$ cat src/rtl/par_seq_pkg.sv
package par_seq_pkg;

   localparam int SEQ_AW     = 6;
   localparam int SEQ_DW     = 8;
   localparam int WORD_W     = 48;
   localparam int FREQ_BYTES = WORD_W / SEQ_DW;
   localparam int CFG_ITEMS  = 6;
   localparam int IDX_W      = 3;

   localparam logic [SEQ_AW-1:0] FREQ_BASE = 6'h04;
   localparam logic [SEQ_AW-1:0] AMP_A_HI  = 6'h21;
   localparam logic [SEQ_AW-1:0] AMP_A_LO  = 6'h22;
   localparam logic [SEQ_AW-1:0] AMP_B_HI  = 6'h23;
   localparam logic [SEQ_AW-1:0] AMP_B_LO  = 6'h24;

   typedef enum logic [1:0] {
      KIND_BYTE = 2'd0,
      KIND_FREQ = 2'd1,
      KIND_AMP  = 2'd2,
      KIND_ALT  = 2'd3
   } req_kind_e;

   typedef struct packed {
      logic [SEQ_AW-1:0] addr;
      logic [SEQ_DW-1:0] data;
      logic              pulse_only;
   } bus_item_t;

   function automatic bus_item_t cfg_item(input logic [IDX_W-1:0] idx);
      bus_item_t it;
      it.pulse_only = 1'b0;
      case (idx)
         3'd0:    begin it.addr = 6'h1E; it.data = 8'h01; end
         3'd1:    begin it.addr = 6'h1F; it.data = 8'h02; end
         3'd2:    begin it.addr = 6'h1D; it.data = 8'h00; end
         3'd3:    begin it.addr = 6'h20; it.data = 8'h40; end
         3'd4:    begin it.addr = 6'h19; it.data = 8'h20; end
         default: begin it.addr = '0; it.data = '0; it.pulse_only = 1'b1; end
      endcase
      return it;
   endfunction

   function automatic bus_item_t job_item(input req_kind_e kind,
                                          input logic [SEQ_AW-1:0] base,
                                          input logic [WORD_W-1:0] word,
                                          input logic [IDX_W-1:0] idx);
      bus_item_t it;
      it.pulse_only = 1'b0;
      case (kind)
         KIND_FREQ: begin
            it.addr = FREQ_BASE + SEQ_AW'(idx);
            it.data = SEQ_DW'(word >> (SEQ_DW * (FREQ_BYTES - 1 - int'(idx))));
         end
         KIND_AMP: begin
            case (idx[1:0])
               2'd0:    it.addr = AMP_A_HI;
               2'd1:    it.addr = AMP_A_LO;
               2'd2:    it.addr = AMP_B_HI;
               default: it.addr = AMP_B_LO;
            endcase
            it.data = idx[0] ? word[7:0] : {4'h0, word[11:8]};
         end
         default: begin
            it.addr = base;
            it.data = word[SEQ_DW-1:0];
         end
      endcase
      return it;
   endfunction

   function automatic logic [IDX_W-1:0] job_last(input req_kind_e kind);
      case (kind)
         KIND_FREQ: return IDX_W'(FREQ_BYTES - 1);
         KIND_AMP:  return 3'd3;
         default:   return 3'd0;
      endcase
   endfunction

endpackage

$ cat src/rtl/par_wr_engine.sv
module par_wr_engine
   import par_seq_pkg::*;
#(
   parameter int PH_CYC    = 2,
   parameter int UPD_CYC   = 3,
   parameter bit DATA_LATE = 1'b1
) (
   input  logic              clk,
   input  logic              rst_n,
   input  logic              start,
   input  bus_item_t         item,
   output logic              done,
   output logic [SEQ_AW-1:0] bus_addr,
   output logic [SEQ_DW-1:0] bus_data,
   output logic              wr_n,
   output logic              upd
);

   localparam int MAXC  = (PH_CYC > UPD_CYC) ? PH_CYC : UPD_CYC;
   localparam int CNT_W = $clog2(MAXC + 1) + 1;

   typedef enum logic [2:0] {
      E_IDLE, E_ADDR, E_LOW, E_DATA, E_HIGH, E_U0, E_U1, E_U2
   } eng_st_e;

   eng_st_e           st;
   logic [CNT_W-1:0]  cnt;
   logic [SEQ_DW-1:0] hold;
   logic              last;

   assign last = (cnt == '0);
   assign wr_n = !((st == E_LOW) || (st == E_DATA));
   assign upd  = (st == E_U1);

   always_ff @(posedge clk) begin
      if (!rst_n) begin
         st       <= E_IDLE;
         cnt      <= '0;
         hold     <= '0;
         bus_addr <= '0;
         done     <= 1'b0;
      end else begin
         done <= 1'b0;
         case (st)
            E_IDLE: if (start) begin
               hold <= item.data;
               if (item.pulse_only) begin
                  st  <= E_U0;
                  cnt <= CNT_W'(UPD_CYC - 1);
               end else begin
                  st       <= E_ADDR;
                  bus_addr <= item.addr;
                  cnt      <= CNT_W'(PH_CYC - 1);
               end
            end
            E_ADDR: if (last) begin st <= E_LOW;  cnt <= CNT_W'(PH_CYC - 1); end
                    else cnt <= cnt - 1'b1;
            E_LOW:  if (last) begin st <= E_DATA; cnt <= CNT_W'(PH_CYC - 1); end
                    else cnt <= cnt - 1'b1;
            E_DATA: if (last) begin st <= E_HIGH; cnt <= CNT_W'(PH_CYC - 1); end
                    else cnt <= cnt - 1'b1;
            E_HIGH: if (last) begin st <= E_U0;   cnt <= CNT_W'(UPD_CYC - 1); end
                    else cnt <= cnt - 1'b1;
            E_U0:   if (last) begin st <= E_U1;   cnt <= CNT_W'(UPD_CYC - 1); end
                    else cnt <= cnt - 1'b1;
            E_U1:   if (last) begin st <= E_U2;   cnt <= CNT_W'(UPD_CYC - 1); end
                    else cnt <= cnt - 1'b1;
            E_U2:   if (last) begin st <= E_IDLE; done <= 1'b1; end
                    else cnt <= cnt - 1'b1;
            default: st <= E_IDLE;
         endcase
      end
   end

   // The data bus is driven either after the strobe has fallen or together with the address.
   generate
      if (DATA_LATE) begin : g_data_late
         always_ff @(posedge clk) begin
            if (!rst_n)                    bus_data <= '0;
            else if (st == E_LOW && last)  bus_data <= hold;
         end
      end else begin : g_data_early
         always_ff @(posedge clk) begin
            if (!rst_n)                                     bus_data <= '0;
            else if (st == E_IDLE && start && !item.pulse_only) bus_data <= item.data;
         end
      end
   endgenerate

   // the address must not move while the strobe is low
   assert_addr_steady_R4: assert property (@(posedge clk) disable iff (!rst_n)
      (!wr_n && $past(!wr_n)) |-> $stable(bus_addr));

   // the update pulse and the write strobe never overlap
   assert_upd_apart_R5: assert property (@(posedge clk) disable iff (!rst_n)
      upd |-> wr_n);

endmodule

$ cat src/rtl/par_seq_ctrl.sv
module par_seq_ctrl
   import par_seq_pkg::*;
#(
   parameter int PH_CYC  = 2,
   parameter int RST_CYC = 20
) (
   input  logic              clk,
   input  logic              rst_n,
   input  logic              req_valid,
   input  logic [1:0]        req_kind,
   input  logic [SEQ_AW-1:0] req_addr,
   input  logic [WORD_W-1:0] req_data,
   output logic              req_ready,
   output logic              busy,
   output logic              mrst,
   output logic              eng_start,
   output bus_item_t         eng_item,
   input  logic              eng_done
);

   localparam int RMAX  = (RST_CYC > PH_CYC) ? RST_CYC : PH_CYC;
   localparam int RCNT_W = $clog2(RMAX + 1) + 1;

   typedef enum logic [2:0] {
      S_R0, S_R1, S_R2, S_GO, S_WAIT, S_IDLE
   } seq_st_e;

   seq_st_e           st;
   logic [RCNT_W-1:0] rcnt;
   logic [IDX_W-1:0]  idx;
   logic              in_init;
   req_kind_e         kind_q;
   logic [SEQ_AW-1:0] addr_q;
   logic [WORD_W-1:0] word_q;
   logic [IDX_W-1:0]  last_idx;

   assign req_ready = (st == S_IDLE);
   assign mrst      = (st == S_R1);
   assign eng_start = (st == S_GO);
   assign eng_item  = in_init ? cfg_item(idx) : job_item(kind_q, addr_q, word_q, idx);
   assign last_idx  = in_init ? IDX_W'(CFG_ITEMS - 1) : job_last(kind_q);

   always_ff @(posedge clk) begin
      if (!rst_n) begin
         st      <= S_R0;
         rcnt    <= RCNT_W'(RST_CYC - 1);
         idx     <= '0;
         in_init <= 1'b1;
         busy    <= 1'b0;
         kind_q  <= KIND_BYTE;
         addr_q  <= '0;
         word_q  <= '0;
      end else begin
         case (st)
            S_R0: if (rcnt == '0) begin st <= S_R1; rcnt <= RCNT_W'(RST_CYC - 1); end
                  else rcnt <= rcnt - 1'b1;
            S_R1: if (rcnt == '0) begin st <= S_R2; rcnt <= RCNT_W'(PH_CYC - 1); end
                  else rcnt <= rcnt - 1'b1;
            S_R2: if (rcnt == '0) begin st <= S_GO; idx <= '0; end
                  else rcnt <= rcnt - 1'b1;
            S_GO: st <= S_WAIT;
            S_WAIT: if (eng_done) begin
               if (idx == last_idx) begin
                  st      <= S_IDLE;
                  busy    <= 1'b0;
                  in_init <= 1'b0;
               end else begin
                  idx <= idx + 1'b1;
                  st  <= S_GO;
               end
            end
            S_IDLE: if (req_valid) begin
               kind_q <= req_kind_e'(req_kind);
               addr_q <= req_addr;
               word_q <= req_data;
               idx    <= '0;
               busy   <= 1'b1;
               st     <= S_GO;
            end
            default: st <= S_R0;
         endcase
      end
   end

   // a running job keeps the request port closed
   assert_busy_closes_ready_R9: assert property (@(posedge clk) disable iff (!rst_n)
      busy |-> !req_ready);

   // taking a request raises busy on the next cycle
   assert_take_sets_busy_R9: assert property (@(posedge clk) disable iff (!rst_n)
      (req_valid && req_ready) |=> busy);

endmodule

$ cat src/rtl/par_reg_seq.sv
module par_reg_seq
   import par_seq_pkg::*;
#(
   parameter int PH_CYC    = 2,
   parameter int UPD_CYC   = 3,
   parameter int RST_CYC   = 20,
   parameter bit DATA_LATE = 1'b1
) (
   input  logic        clk,
   input  logic        rst_n,
   input  logic        req_valid,
   input  logic [1:0]  req_kind,
   input  logic [5:0]  req_addr,
   input  logic [47:0] req_data,
   output logic        req_ready,
   output logic        busy,
   output logic [5:0]  bus_addr,
   output logic [7:0]  bus_data,
   output logic        wr_n,
   output logic        mrst,
   output logic        upd
);

   initial begin
      assert (PH_CYC >= 1)  else $error("PH_CYC must be at least 1");
      assert (UPD_CYC >= 1) else $error("UPD_CYC must be at least 1");
      assert (RST_CYC >= 1) else $error("RST_CYC must be at least 1");
      assert (SEQ_AW == 6 && SEQ_DW == 8) else $error("bus widths must be 6 and 8");
      assert (FREQ_BYTES * SEQ_DW == WORD_W) else $error("word must split into whole bytes");
   end

   logic      eng_start;
   logic      eng_done;
   bus_item_t eng_item;

   par_seq_ctrl #(.PH_CYC(PH_CYC), .RST_CYC(RST_CYC)) u_ctrl (
      .clk       (clk),
      .rst_n     (rst_n),
      .req_valid (req_valid),
      .req_kind  (req_kind),
      .req_addr  (req_addr),
      .req_data  (req_data),
      .req_ready (req_ready),
      .busy      (busy),
      .mrst      (mrst),
      .eng_start (eng_start),
      .eng_item  (eng_item),
      .eng_done  (eng_done)
   );

   par_wr_engine #(.PH_CYC(PH_CYC), .UPD_CYC(UPD_CYC), .DATA_LATE(DATA_LATE)) u_eng (
      .clk      (clk),
      .rst_n    (rst_n),
      .start    (eng_start),
      .item     (eng_item),
      .done     (eng_done),
      .bus_addr (bus_addr),
      .bus_data (bus_data),
      .wr_n     (wr_n),
      .upd      (upd)
   );

   // while the master reset is high the bus stays quiet
   assert_reset_quiet_R2: assert property (@(posedge clk) disable iff (!rst_n)
      mrst |-> (wr_n && !upd && !req_ready));

endmodule

$ cat config.mk
export PLATFORM = sky130hd
export DESIGN_NAME = par_reg_seq
export DESIGN_NICKNAME = d
export VERILOG_FILES = /design/src/rtl/par_seq_pkg.sv /design/src/rtl/par_wr_engine.sv /design/src/rtl/par_seq_ctrl.sv /design/src/rtl/par_reg_seq.sv
export SDC_FILE = /design/constraint.sdc
export NUM_CORES = 1
export LEC_CHECK = 0
export BUFFER_PORTS_ARGS = -buffer_cell sky130_fd_sc_hd__buf_4
export CAP_MARGIN = 20
export CORE_MARGIN = 10
export CORE_UTILIZATION = 61
export CTS_CLUSTER_DIAMETER = 40
export DETAILED_ROUTE_END_ITERATION = 7
export PLACE_DENSITY = 0.85
export SLEW_MARGIN = 30
export SYNTH_ARGS = -nofsm -noshare
export SYNTH_HDL_FRONTEND = slang
export SYNTH_SLANG_ARGS = --single-unit
$ cat constraint.sdc
create_clock -name clk -period 6.55 [get_ports clk]
set_clock_uncertainty 0.1 [all_clocks]
set_input_delay 0.655 -clock clk [delete_from_list [all_inputs] [get_ports clk]]
set_output_delay 0.655 -clock clk [all_outputs]
set_load 0.01 [all_outputs]
Word level (Yosys, flattened, before mapping)
Index checks and enable logic that the tools add are counted.
- flip-flop bits (word level): 99
- input port bits: 59
- output and inout bits: 19
- word-level logic and storage cells: 130
- add/subtract/negate cells: 5
- eq/ne operators: 38
- shift operators: 1
- muxes and demuxes: 45
- bitwise gates (word level): 1
- reduce and logical (&&, ||, !) cells: 26
- operator list (operator ; number):
    3-bit two-way mux ; 24
    14-bit one-hot mux with 5 select lines ; 1
    48-bit by 32-bit >> shifter with 8-bit output ; 1
    14-bit one-hot mux with 2 select lines ; 1
    2-bit by 1-bit inequality test with 1-bit output (second input constant) ; 12
    3-bit one-hot mux with 8 select lines ; 1
    3-bit equality test (second input constant) ; 7
    3-bit by 2-bit equality test with 1-bit output (second input constant) ; 6
    6-bit two-way mux ; 3
    3-bit one-hot mux with 3 select lines ; 2
    3-bit one-hot mux with 6 select lines ; 1
    6-bit one-hot mux with 3 select lines ; 1
    15-bit two-way mux ; 1
    3-bit logical NOT ; 4
    3-bit one-hot mux with 4 select lines ; 1
    2-bit inequality test (second input constant) ; 5
    2-bit AND reduction ; 5
    5-bit AND reduction ; 2
    3-bit by 1-bit equality test with 1-bit output (second input constant) ; 3
    8-bit two-way mux ; 1
    8-bit AND reduction ; 1
    6-bit logical NOT ; 1
    3-bit one-hot mux with 2 select lines ; 1
    3-bit AND reduction ; 2
    other kinds (21) ; 29

Longest topological paths before layout
- depth in word-level cells: 7
- gate-level depth with buffers: 9
- mapped depth without buffers: 7

By module
Synthesis repeated with hierarchy kept, for this count alone.
- cell total of the unflattened synthesis: 608
- area, all modules: 4912.2 um^2
- by module, submodules not included (module ; times used ; cells an instance ; area each (um^2) ; sequential area each (um^2)):
    par_seq_ctrl ; 1 ; 468 ; 3654.8 ; 1401.3
    par_wr_engine ; 1 ; 140 ; 1257.5 ; 580.6

Worst setup path before layout
OpenSTA, ideal clock, no wires.
- kind: reg2reg
- from: reg u_ctrl.idx[0]
- to: reg u_eng.bus_addr[3]
- setup time: 0.128 ns
- arrival time: 1.872 ns
- slack: 4.450 ns
- cell stages (with the launch flop): 10
- buffers on the path: 2
- clock period less this slack: 2.100 ns
- cells stage by stage: dfxtp_1 -> buf_2 -> buf_2 -> inv_1 -> ha_1 -> nor3_1 -> o211ai_1 -> nand2_1 -> mux2i_1 -> nor2_1
- longest elaborated chain between the ends: 6
- elaborated cells on any way between the ends: 13
- classes of those cells: add/sub: 1; eq/ne: 4; mux: 4; bitwise: 1; reduce/logical: 3
- RTL lines (what ; RTL line ; RTL):
    from (decl) ; par_seq_ctrl.sv:30 ; logic [IDX_W-1:0] idx;
    from (signal assigned) ; par_seq_ctrl.sv:68 ; idx <= idx + 1'b1;
    3-bit by 1-bit equality test with 1-bit output, or another cell as far along ; par_seq_pkg.sv:32 ; case (idx)
    5-bit OR reduction (no line) ; n/a ;
    1-bit two-way mux ; par_seq_pkg.sv:32 ;
    15-bit two-way mux (*) ; par_seq_ctrl.sv:40 ; assign eng_item = in_init ? cfg_item(idx) : job_item(kind_q, addr_q, word_q, idx);
    1-bit inverter (no line) ; n/a ;
    3-bit AND reduction (no line) ; n/a ;
    to (signal assigned) ; par_wr_engine.sv:52 ; bus_addr <= item.addr;
    to (decl) ; par_wr_engine.sv:13 ; output logic [SEQ_AW-1:0] bus_addr,
Mark *: on every way between the ends. The rest lies on a longest branch, timed or not.
A chain may end at the register's enable or synchronous reset.

Worst setup path in the final report
- from: reg u_ctrl.st[0]
- to: reg u_eng.bus_addr[0]
- longest elaborated chain between the ends: 2
- RTL lines (what ; RTL line ; RTL):
    from (decl) ; par_seq_ctrl.sv:28 ; seq_st_e st;
    from (signal assigned) ; par_seq_ctrl.sv:45 ; st <= S_R0;
    from (signal assigned) ; par_seq_ctrl.sv:55 ; S_R0: if (rcnt == '0) begin st <= S_R1; rcnt <= RCNT_W'(RST_CYC - 1); end
    from (signal assigned) ; par_seq_ctrl.sv:57 ; S_R1: if (rcnt == '0) begin st <= S_R2; rcnt <= RCNT_W'(PH_CYC - 1); end
    3-bit by 2-bit equality test with 1-bit output ; par_seq_ctrl.sv:39 ; assign eng_start = (st == S_GO);
    3-bit AND reduction (no line) ; n/a ;
Every way passes these cells.

==> reports/results.tsv <==
metric	value	unit
Max Fclk	398	MHz
drt first pass iters	5	
Ys Warns	0	
post-layout minimum cycle time	2.51	ns
CTS buffer count	9	
die area	11900	um2
total power	1.21	mW
I/O pin count	78	
Buffers & Inverters on Critical Path	0	
ant diodes	0	
CP cell instances	nand3b_1 > nor2_1 > nand2_1 > o311a_1	
Maximum Capacitance Violations	0	
worst endpoint required time	6.71	ns
crit end category	register	
Max transition margin	0.493	
Post-Synth Simple-Gate Area	0.221	
Yosys top cell by area	dfxtp_1	
hold path start	u_ctrl.word_q[47]	
Final HPWL DP	9120	um
area fraction of the dominant cell type after synthesis	0.409	
CTS Buffer Depth	2	
most instantiated library cell after synthesis	nand2_1	
Place WS	3.75	ns
adder and majority gate portion of the synthesized area	0.0336	
setup TNS	0	ns
final hold viol count	0	
Seq/Total Area, Yosys	0.409	
worst-margin pin slew	0.759	ns
Post-CTS Resized	0	
layout cells sized above 1	0.175	
Final setup viols	0	
EDFF count, synth	0	
Yosys reg bits	99	
vias	4415	
I/O Buffers	77	
row count	32	
final worst-path cycle share	0.384	
critical path fanouts, max	15	
Die W	109	um
Pwr per Cell Area	215	nW/um2
crit path launch	u_ctrl.st[0]	
Sink Count	99	
height of the die	109	um
Main synth FF type	dfxtp_1	
Syn Nets	676	
Max stage delay on crit path	0.63	ns
Worst Path Arrival	2.67	ns
Core Region	7730	um2
nets	725	
status	complete, no violations	
CTS tree	done	
Final WS setup	4.04	ns
worst-skew pair later-pin latency	0.37	ns
wire length per cell	16.2	um
Remaining Overflow, GRT	0	
top post-synthesis cells by count	nand2_1 (141), dfxtp_1 (99), a21oi_1 (77)	
post-synthesis compound-gate area fraction	0.194	
via/cell ratio	5.82	
ranking of synthesized cells by area	dfxtp_1 (41%), nand2_1 (11%), a21oi_1 (8.0%)	
kind of cell adding the most delay to the critical path	simple AND/OR/NAND/NOR gates	
Post-CTS Setup Bufs	0	
CP max stage cell	nor2_1	
RSZ-0062 raised after global routing	no	
max-slew violations	0	
largest net degree at the start of global routing	57	
portion of netlist area occupied by mux cells	0.0806	
Hold-fix buffers, CTS	0	
maximum VDD drop	103	uV
first-pass GRT wire length	20400	um
synthesized area	4840	um2
vias in the first global route	4262	
Filler Cells Inserted	637	
CP Class	reg -> reg	
reg2reg start	u_ctrl.st[0]	
Clock Pin Slew Worst Setup and Hold Paths	0.09	ns
Mean Syn Cell Area	8.02	um2
initial antenna violation count	0	
Hold Crit Class	reg -> reg	
starting density of the core	0.627	
main combinational cell family by area after synthesis	simple AND/OR/NAND/NOR gates	
gpl congestion	0.935	
clock root cell	clkbuf_8	
Pleak	2.19	nW
async set or reset register ratio after synthesis	0	
# DRC	0	
GR Util All Layers	0.211	
XOR/XNOR Fraction of Synth Area	0.0127	
DRT iter0 DRCs	275	
DRT antenna net count	0	
Netlist cell types	61	
Post-Syn Instances	604	
CTS H-tree depth	3	
area grow syn2layout	16.6	%
Startpoint Class	register	
WL final	12300	um
## per-stage QoR
| stage | instance area [um2] | cells | hold WS [ns] | utilization |
|---|---|---|---|---|
| after detailed placement | 5420 | 744 | 0.347 | 0.702 |
| after global placement | 5400 | 743 | 0.341 | 0.698 |
| after global routing | 5650 | 759 | 0.377 | 0.731 |
| after CTS | 5640 | 759 | 0.359 | 0.730 |
| final | 5650 | 759 | 0.359 | 0.731 |
| after floorplan | 4840 | 604 | 0.332 | - |
## layer usage
layer  global-route usage  share of wire  vias up
li1                     -              -     2190
met1                0.261           0.43     2034
met2                0.348           0.49      160
met3               0.0437          0.058       31
met4               0.0866          0.029        0
met5                    0              0        -
## kinds of logic after synthesis
| group | Yosys count |
|---|---|
| adder cells (fa/ha/maj) | 13 |
| multiplexers | 32 |
| flip-flops | 99 |
| AO/OA/AOI/OAI | 154 |
| buffers and inverters | 57 |
| XOR/XNOR | 7 |
| AND/OR/NAND/NOR | 242 |
## worst register-to-register path, delay by kind of cell, from the launching register on
kind / cells / cell delay (ns)
simple gates: 3 / 1.26
flops: 1 / 0.62
compound gates: 1 / 0.43
## registers in the layout, indices dropped and copies added, names as in the netlist
signal	cells
u_ctrl.word_q	48
u_eng.bus_data	8
u_eng.hold	8
u_ctrl.addr_q	6
u_ctrl.rcnt	6
u_eng.bus_addr	6
u_ctrl.idx	3
u_ctrl.st	3
u_eng.cnt	3
u_eng.st	3
u_ctrl.kind_q	2
u_ctrl.busy	1
u_ctrl.in_init	1
u_eng.done	1
## cell usage in the layout (no fill, tap or decap), types with 3 or more instances in the layout
cell / netlist / layout
o221ai_1: 3 / 3
inv_1: 13 / 13
mux4_2: 5 / 5
mux2_2: 6 / 6
ha_1: 13 / 13
clkbuf_8: 0 / 10
nor3_1: 11 / 11
and3b_1: 3 / 3
nand3_1: 15 / 14
and3_1: 4 / 4
o21ai_0: 26 / 26
buf_4: 1 / 79
nand2_1: 141 / 141
xnor2_1: 3 / 3
a221oi_1: 5 / 5
a31oi_1: 4 / 4
mux2i_1: 21 / 21
a21oi_1: 77 / 77
and2_1: 4 / 4
nor2b_1: 4 / 4
o21a_1: 3 / 3
nand2b_1: 8 / 8
xor2_1: 4 / 4
nor2_1: 36 / 35
o211ai_1: 3 / 3
nand4_1: 3 / 3
dfxtp_1: 99 / 98
a21o_1: 5 / 5
## cell type report
type	instances	area [um2]	share of cell area
Clock inverter	4	75.1	0.0133
Timing Repair Buffer	80	621	0.110
Sequential cell	99	1980	0.351
Inverter	15	56.3	0.00997
Tap cell	102	128	0.0226
Clock buffer	11	141	0.0250
Multi-Input combinational cell	448	2640	0.468
## final timing paths
| path | cells after the start | slack (ns) | to |
|---|---|---|---|
| hold / removal | 2 | 0.36 | u_ctrl.word_q[47] |
| setup / recovery | 4 | 4.04 | u_eng.bus_addr[0] |
| setup reg to reg | 4 | 4.04 | u_eng.bus_addr[0] |
| hold reg to reg | 2 | 0.36 | u_ctrl.word_q[47] |
## report_power, final
part           switching [mW]  total, mW  internal [mW]
sequential             0.0197      0.634          0.614
combinational          0.0768      0.150         0.0729
clock                   0.207      0.431          0.224
No activity file was read; power rests on OpenSTA's default activity.
